### config.mk
export PLATFORM = sky130hd
export DESIGN_NAME = rx_addr_filter
export DESIGN_NICKNAME = d
export VERILOG_FILES = /design/src/rtl/dafl_pkg.sv /design/src/rtl/dafl_cfg_regs.sv /design/src/rtl/dafl_addr_cmp.sv /design/src/rtl/dafl_hash_crc.sv /design/src/rtl/rx_addr_filter.sv
export SDC_FILE = /design/constraint.sdc
export NUM_CORES = 1
export LEC_CHECK = 0
export BUFFER_PORTS_ARGS = -buffer_cell sky130_fd_sc_hd__buf_2
export CAP_MARGIN = 10
export CORE_MARGIN = 5
export CORE_UTILIZATION = 48
export DETAILED_ROUTE_END_ITERATION = 16
export GPL_TIMING_DRIVEN = 0
export PLACE_DENSITY = 0.69
export SLEW_MARGIN = 20
export SYNTH_ARGS = -nofsm -noshare
export SYNTH_HDL_FRONTEND = slang
export SYNTH_HIERARCHICAL = 1
export SYNTH_SLANG_ARGS = --single-unit
### constraint.sdc
create_clock -name clk -period 3.6 [get_ports clk]
set_input_delay 0.54 -clock clk [delete_from_list [all_inputs] [get_ports clk]]
set_output_delay 0.54 -clock clk [all_outputs]
set_load 0.02 [all_outputs]
### src/rtl/dafl_pkg.sv
package dafl_pkg;
  localparam int ADDR_BYTES     = 6;
  localparam int WORD_W         = 16;
  localparam int WORDS_PER_ADDR = 3;
  localparam int HASH_WORDS     = 4;
  localparam int HASH_IDX_W     = 6;
  localparam int CRC_W          = 32;
  localparam logic [CRC_W-1:0] CRC_POLY_REFL = 32'hEDB88320;

  typedef logic [WORDS_PER_ADDR*WORD_W-1:0] mac_addr_t;

  // bit 0: accept everything, bit 1: accept all group addresses
  typedef struct packed {
    logic all_multi;
    logic promisc;
  } mode_t;

  // one byte of a reflected CRC, least significant bit first
  function automatic logic [CRC_W-1:0] crc_step_byte(input logic [CRC_W-1:0] c,
                                                     input logic [7:0] b);
    logic [CRC_W-1:0] r;
    r = c ^ {{(CRC_W-8){1'b0}}, b};
    for (int i = 0; i < 8; i++) begin
      r = r[0] ? ((r >> 1) ^ CRC_POLY_REFL) : (r >> 1);
    end
    return r;
  endfunction
endpackage

### src/rtl/dafl_cfg_regs.sv
module dafl_cfg_regs
  import dafl_pkg::*;
#(
  parameter int NUM_SLOTS = 4,
  parameter int ADDR_W    = 5
) (
  input  logic                                  clk,
  input  logic                                  rst_n,
  input  logic                                  we,
  input  logic [ADDR_W-1:0]                     addr,
  input  logic [WORD_W-1:0]                     wdata,
  output mac_addr_t                             station,
  output mac_addr_t [NUM_SLOTS-1:0]             mc_addr,
  output logic [HASH_WORDS-1:0][WORD_W-1:0]     hash_tbl,
  output mode_t                                 mode
);
  localparam int SEL_W    = ADDR_W - 2;
  localparam int HASH_SEL = NUM_SLOTS + 1;

  logic [SEL_W-1:0] sel;
  logic [1:0]       word;
  logic [5:0]       woff;

  assign sel  = addr[ADDR_W-1:2];
  assign word = addr[1:0];
  assign woff = {word, 4'b0000};

  // station address and mode word share group 0
  mac_addr_t station_q, station_d;
  mode_t     mode_q, mode_d;
  logic      station_en, mode_en;

  assign station_en = we && (sel == '0) && (word != 2'd3);
  assign mode_en    = we && (sel == '0) && (word == 2'd3);

  always_comb begin
    station_d = station_q;
    mode_d    = mode_q;
    if (station_en) station_d[woff +: WORD_W] = wdata;
    if (mode_en)    mode_d = mode_t'(wdata[1:0]);
  end

  always_ff @(posedge clk or negedge rst_n) begin
    if (!rst_n) begin
      station_q <= '0;
      mode_q    <= '0;
    end else begin
      if (station_en) station_q <= station_d;
      if (mode_en)    mode_q    <= mode_d;
    end
  end

  // exact-match multicast slots, reset to the disabled (all ones) pattern
  mac_addr_t [NUM_SLOTS-1:0] mc_q;

  for (genvar k = 0; k < NUM_SLOTS; k++) begin : g_slot
    mac_addr_t slot_d;
    logic      slot_en;

    assign slot_en = we && (sel == SEL_W'(k + 1)) && (word != 2'd3);

    always_comb begin
      slot_d = mc_q[k];
      if (slot_en) slot_d[woff +: WORD_W] = wdata;
    end

    always_ff @(posedge clk or negedge rst_n) begin
      if (!rst_n)       mc_q[k] <= '1;
      else if (slot_en) mc_q[k] <= slot_d;
    end
  end

  // hash table words
  logic [HASH_WORDS-1:0][WORD_W-1:0] hash_q, hash_d;
  logic hash_en;

  assign hash_en = we && (sel == SEL_W'(HASH_SEL));

  always_comb begin
    hash_d = hash_q;
    if (hash_en) hash_d[word] = wdata;
  end

  always_ff @(posedge clk or negedge rst_n) begin
    if (!rst_n)       hash_q <= '0;
    else if (hash_en) hash_q <= hash_d;
  end

  assign station  = station_q;
  assign mc_addr  = mc_q;
  assign hash_tbl = hash_q;
  assign mode     = mode_q;
endmodule

### src/rtl/dafl_addr_cmp.sv
module dafl_addr_cmp
  import dafl_pkg::*;
#(
  parameter int POS_W = 3
) (
  input  logic             clk,
  input  logic             rst_n,
  input  logic             step,
  input  logic             first,
  input  logic [POS_W-1:0] pos,
  input  logic [7:0]       data,
  input  mac_addr_t        ref_addr,
  output logic             hit_now
);
  logic       hit_q, hit_d;
  logic [7:0] ref_byte;

  assign ref_byte = ref_addr[{pos, 3'b000} +: 8];
  assign hit_now  = (first | hit_q) & (data == ref_byte);

  always_comb begin
    hit_d = hit_q;
    if (step) hit_d = hit_now;
  end

  always_ff @(posedge clk or negedge rst_n) begin
    if (!rst_n)    hit_q <= 1'b0;
    else if (step) hit_q <= hit_d;
  end
endmodule

### src/rtl/dafl_hash_crc.sv
module dafl_hash_crc
  import dafl_pkg::*;
(
  input  logic                  clk,
  input  logic                  rst_n,
  input  logic                  step,
  input  logic                  first,
  input  logic [7:0]            data,
  output logic [HASH_IDX_W-1:0] hash_idx
);
  logic [CRC_W-1:0] crc_q, crc_d, crc_base;

  assign crc_base = first ? '1 : crc_q;

  always_comb begin
    crc_d = crc_q;
    if (step) crc_d = crc_step_byte(crc_base, data);
  end

  always_ff @(posedge clk or negedge rst_n) begin
    if (!rst_n)    crc_q <= '1;
    else if (step) crc_q <= crc_d;
  end

  // index from the register value that includes the current byte
  assign hash_idx = crc_d[CRC_W-1 -: HASH_IDX_W];
endmodule

### src/rtl/rx_addr_filter.sv
module rx_addr_filter
  import dafl_pkg::*;
#(
  parameter int NUM_SLOTS = 4,
  parameter int ADDR_W    = $clog2(4 * (NUM_SLOTS + 2))
) (
  input  logic              clk,
  input  logic              rst_n,
  input  logic              cfg_we,
  input  logic [ADDR_W-1:0] cfg_addr,
  input  logic [WORD_W-1:0] cfg_wdata,
  input  logic              da_start,
  input  logic              da_valid,
  input  logic [7:0]        da_byte,
  output logic              dec_valid,
  output logic              dec_accept
);
  localparam int POS_W = $clog2(ADDR_BYTES + 1);
  localparam int N_CMP = NUM_SLOTS + 1;
  localparam logic [POS_W-1:0] POS_IDLE = POS_W'(ADDR_BYTES);
  localparam logic [POS_W-1:0] POS_LAST = POS_W'(ADDR_BYTES - 1);

  mac_addr_t                         station;
  mac_addr_t [NUM_SLOTS-1:0]         mc_addr;
  logic [HASH_WORDS-1:0][WORD_W-1:0] hash_tbl;
  mode_t                             mode;
  logic                              promisc_w;

  dafl_cfg_regs #(.NUM_SLOTS(NUM_SLOTS), .ADDR_W(ADDR_W)) u_regs (
    .clk      (clk),
    .rst_n    (rst_n),
    .we       (cfg_we),
    .addr     (cfg_addr),
    .wdata    (cfg_wdata),
    .station  (station),
    .mc_addr  (mc_addr),
    .hash_tbl (hash_tbl),
    .mode     (mode)
  );

  assign promisc_w = mode.promisc;

  // byte position tracking
  logic [POS_W-1:0] pos_q, pos_d, pos;
  logic             first, in_frame, step, last;

  assign first    = da_valid & da_start;
  assign in_frame = (pos_q < POS_IDLE);
  assign step     = first | (da_valid & in_frame);
  assign pos      = first ? '0 : pos_q;
  assign last     = step & (pos == POS_LAST);

  always_comb begin
    pos_d = pos_q;
    if (step) pos_d = pos + POS_W'(1);
  end

  always_ff @(posedge clk or negedge rst_n) begin
    if (!rst_n)    pos_q <= POS_IDLE;
    else if (step) pos_q <= pos_d;
  end

  // exact comparators: index 0 is the station, 1..NUM_SLOTS the slots
  logic [N_CMP-1:0] hit_now;

  for (genvar g = 0; g < N_CMP; g++) begin : g_cmp
    mac_addr_t ref_sel;
    if (g == 0) begin : g_station
      assign ref_sel = station;
    end else begin : g_mcast
      assign ref_sel = mc_addr[g-1];
    end
    dafl_addr_cmp #(.POS_W(POS_W)) u_cmp (
      .clk      (clk),
      .rst_n    (rst_n),
      .step     (step),
      .first    (first),
      .pos      (pos),
      .data     (da_byte),
      .ref_addr (ref_sel),
      .hit_now  (hit_now[g])
    );
  end

  // hash
  logic [HASH_IDX_W-1:0] hash_idx;
  logic [WORD_W-1:0]     hash_word;
  logic                  hash_bit;

  dafl_hash_crc u_crc (
    .clk      (clk),
    .rst_n    (rst_n),
    .step     (step),
    .first    (first),
    .data     (da_byte),
    .hash_idx (hash_idx)
  );

  assign hash_word = hash_tbl[hash_idx[5:4]];
  assign hash_bit  = hash_word[4'd15 - hash_idx[3:0]];

  // group bit and broadcast tracking
  logic grp_q, grp_d, bc_q, bc_d, bc_now;

  assign bc_now = (first | bc_q) & (&da_byte);

  always_comb begin
    grp_d = grp_q;
    bc_d  = bc_q;
    if (first) grp_d = da_byte[0];
    if (step)  bc_d  = bc_now;
  end

  always_ff @(posedge clk or negedge rst_n) begin
    if (!rst_n) begin
      grp_q <= 1'b0;
      bc_q  <= 1'b0;
    end else if (step) begin
      grp_q <= grp_d;
      bc_q  <= bc_d;
    end
  end

  // decision
  logic accept_now, dvalid_d, daccept_d;

  assign accept_now = mode.promisc | bc_now | (|hit_now)
                    | (grp_q & (mode.all_multi | hash_bit));

  always_comb begin
    dvalid_d  = last;
    daccept_d = last & accept_now;
  end

  always_ff @(posedge clk or negedge rst_n) begin
    if (!rst_n) begin
      dec_valid  <= 1'b0;
      dec_accept <= 1'b0;
    end else begin
      dec_valid  <= dvalid_d;
      dec_accept <= daccept_d;
    end
  end
endmodule

==> impl_metrics.json <==
{
  "postSynthCellCount": 1421,
  "crit_required_ps": 3990,
  "area_growth_pct": 12.8,
  "holdCritPathClass": "in2async",
  "synth_cell_types": 71,
  "fmax_ghz": 0.289,
  "initial_core_util": 0.482,
  "crit_fanout": 27,
  "p_per_area_mw_per_mm2": 693,
  "synth_flop_cell": "dfstp_2",
  "sw_frac_of_total": 0.333,
  "grt_pass1_wl_mm": 76.2,
  "final_nets": 1542,
  "total_power_mw": 14.5,
  "portBuffers": 34,
  "clockPowerShare": 0.273,
  "drc_errors": 0,
  "critPathKind": "reg2reg",
  "irDropWorstVdd_uv": 372,
  "seq_area_mm2": 0.00904,
  "start_kind": "register",
  "grt.overflow.total": 0,
  "max_slew_margin": 0.437,
  "cp_top_family": "simple AND/OR/NAND/NOR gates",
  "vias": 12000,
  "ctsLongestPathBuffers": 3,
  "fill_cells": 3190,
  "switchingPower_mw": 4.83,
  "status": "completed",
  "p_seq_frac": 0.338,
  "ctsHoldBuffers": 0,
  "dp_slack_ps": -967,
  "cp_num_buf_inv": 0,
  "h-tree-depth": 2,
  "gp_congestion": 0.888,
  "path_cells": "and2_2 -> nor2b_1 -> nand2_1 -> o221ai_1 -> xor2_1 -> or4_4 -> nor2_1 -> or4_1 -> o41ai_2 -> o211ai_1",
  "design.core.area_mm2": 0.0385,
  "end_kind": "register",
  "wl_mm": 49.5,
  "antenna_found_initial": 2,
  "yosysWarnings": 6,
  "synth_area_mm2": 0.0186,
  "fin_skew_ps": 7.04,
  "antenna_left": 0,
  "max_slew.worst_pin.slew_ps": 839,
  "grt_max_degree": 104,
  "cp_slowest_cell": "or4_1",
  "drtIter0Drc": 829,
  "multi_input_area_mm2": 0.00904,
  "die_h_um": 207,
  "internal_power_mw": 9.66,
  "first_global_vias": 12300,
  "cts_root_buffer": "clkbuf_16",
  "synth-seq-cells": 350,
  "hold-worst-slack_ps": 32.0,
  "drive_gt1_frac": 0.468,
  "final.period_utilization": 0.961,
  "dieArea_mm2": 0.0427,
  "drv_cap": 0,
  "clock_sinks": 350,
  "insertion_delay_ps": 540,
  "numCtsBuffers": 39,
  "vias_per_cell": 5.83,
  "syn-num-nets": 1462,
  "cts_tree": "built",
  "maxSlewViolCount": 0,
  "fin_crit_ps": 3460,
  "syn_avg_cell_area_um2": 13.1,
  "synth-edff-count": 0,
  "hpwlAfterDp_mm": 34.7,
  "worst-endpoint-arrival_ps": 3850,
  "yosysSeqAreaShare": 0.487,
  "grt_util_all_layers": 0.235,
  "tns_ps": 0,
  "clkTransAtPathRegs_ps": 60,
  "setup_violations": 0,
  "first_pass_iters": 5,
  "max_stage_delay_ps": 640,
  "synth-async-reset-ratio": 1.00,
  "setup_ws_ps": 139,
  "finalHoldViolCount": 0,
  "comb_power_share": 0.389,
  "io_pins": 36,
  "p_leak_nw": 8.67,
  "rows": 72,
  "post_drt_wl_per_cell_um": 24.1,
  "die_x_um": 207
}
final timing paths:
kind / slack (ps) / to / from / depth (start not counted)
max reg2reg: 140 / dec_accept / pos_q[2] / 10
max in group asynchronous: 2200 / u_crc/crc_q[11] / rst_n / 3
max: 140 / dec_accept / pos_q[2] / 10
min in group clk: 250 / pos_q[1] / da_valid / 3
min: 30 / u_regs/station[18] / rst_n / 1
min reg2reg: 480 / u_regs/mc_addr[152] / u_regs/mc_addr[152] / 1
power by group through the flow:
stage          registers [mW]  clock network [mW]  logic, mW
2_1_floorplan            4.85                   0       4.22
3_3_place_gp             4.91                   0       5.31
3_5_place_dp             4.94                   0       5.39
4_1_cts                  4.89                4.05       5.45
5_1_grt                  4.95                4.21       6.04
6_report                 4.89                3.96       5.64
cell type report:
type / count / area share
diodes: 2 / 0.000239
plain buffers: 70 / 0.0237
clock buffers: 59 / 0.0551
clock inverters: 13 / 0.00622
inverters: 17 / 0.00341
multi-input cells: 979 / 0.432
flip-flops and latches: 350 / 0.432
well taps: 518 / 0.0310
repair buffers: 44 / 0.0158
cell families (layout without fill, tap and decap cells):
kind of cell	count (synthesis)	in the layout	share of synthesized area
muxes	371	371	0.242
DFF	350	350	0.487
and+or+nand+nor	259	260	0.0753
AOI/OAI and AO/OA	185	185	0.0813
xor gates and xnor gates	156	156	0.0780
buffers and inverters	93	203	0.0308
adders and majority gates	7	7	0.00472
other	0	2	0
registers in the layout, indices dropped and copies added, names as in the netlist:
signal,count
bc_q,1
dec_accept,1
dec_valid,1
g_cmp.u_cmp/hit_q,5
grp_q,1
pos_q,3
u_crc/crc_q,32
u_regs/hash_tbl,64
u_regs/mc_addr,192
u_regs/mode,2
u_regs/station,48
cell usage after synthesis, types with 7 or more instances:
master	n	area [µm²]
inv_1	17	63.8
mux4_1	14	368
and2_1	33	206
xor2_1	40	350
nor2b_1	11	68.8
mux4_2	12	270
dfstp_2	226	5940
o22ai_1	23	144
a21oi_1	25	125
mux2_2	237	2670
buf_6	17	191
buf_2	29	145
o21a_1	12	90.1
a22oi_1	11	82.6
xnor2_1	110	963
mux2_1	27	304
nor2_1	86	323
mux2i_1	66	661
dfrtp_1	124	3100
nor3_1	23	115
o221ai_1	10	87.6
buf_4	7	52.6
mux2_4	15	225
nand2_1	51	191
ha_1	7	87.6
o2bb2ai_1	80	701
clkbuf_1	15	56.3
cell usage in the layout, fill, tap and decap left out, types with 6 or more instances in the layout:
| master | instances |
|---|---|
| clkinv_2 | 9 |
| nor2b_1 | 11 |
| mux4_2 | 12 |
| and2_1 | 31 |
| dfrtp_1 | 124 |
| a22oi_2 | 6 |
| mux2_2 | 237 |
| nand2_1 | 50 |
| o221ai_1 | 10 |
| xor2_1 | 40 |
| dfstp_2 | 226 |
| buf_2 | 59 |
| xnor2_1 | 106 |
| o2bb2ai_1 | 80 |
| mux4_1 | 14 |
| nor3_1 | 22 |
| clkbuf_1 | 23 |
| clkbuf_16 | 40 |
| mux2_1 | 27 |
| mux2i_1 | 63 |
| o22ai_1 | 23 |
| inv_1 | 15 |
| a22oi_1 | 11 |
| o21a_1 | 11 |
| nor2_1 | 85 |
| buf_4 | 14 |
| a21oi_1 | 24 |
| ha_1 | 7 |
| nand4_1 | 6 |
| clkbuf_8 | 10 |
| mux2_4 | 15 |
| buf_6 | 16 |
metrics by stage:
stage                     std cells  utilization  instance area, µm²
after floorplan                1421            -               18600
after global placement         1973        0.504               19400
after detailed placement       1976        0.506               19500
after CTS                      2047        0.540               20800
after global routing           2050        0.544               20900
final                          2052        0.544               20900
routing by layer:
layer	vias to the layer above	routed length, µm	track usage	part of all wire
met5	-	0	0	0
met4	0	1590	0.0730	0.032
met3	80	2070	0.0280	0.042
met2	285	23500	0.375	0.47
met1	6265	22400	0.338	0.45
li1	5335	-	-	-
timing repair:
item	4_1_cts	5_1_grt
buffers inserted	0	7
cloned	1	0
endpoints found under the setup margin	1	1
pin swaps	1	2
gates resized for setup	12	19
(Power assumes the default switching activity.)
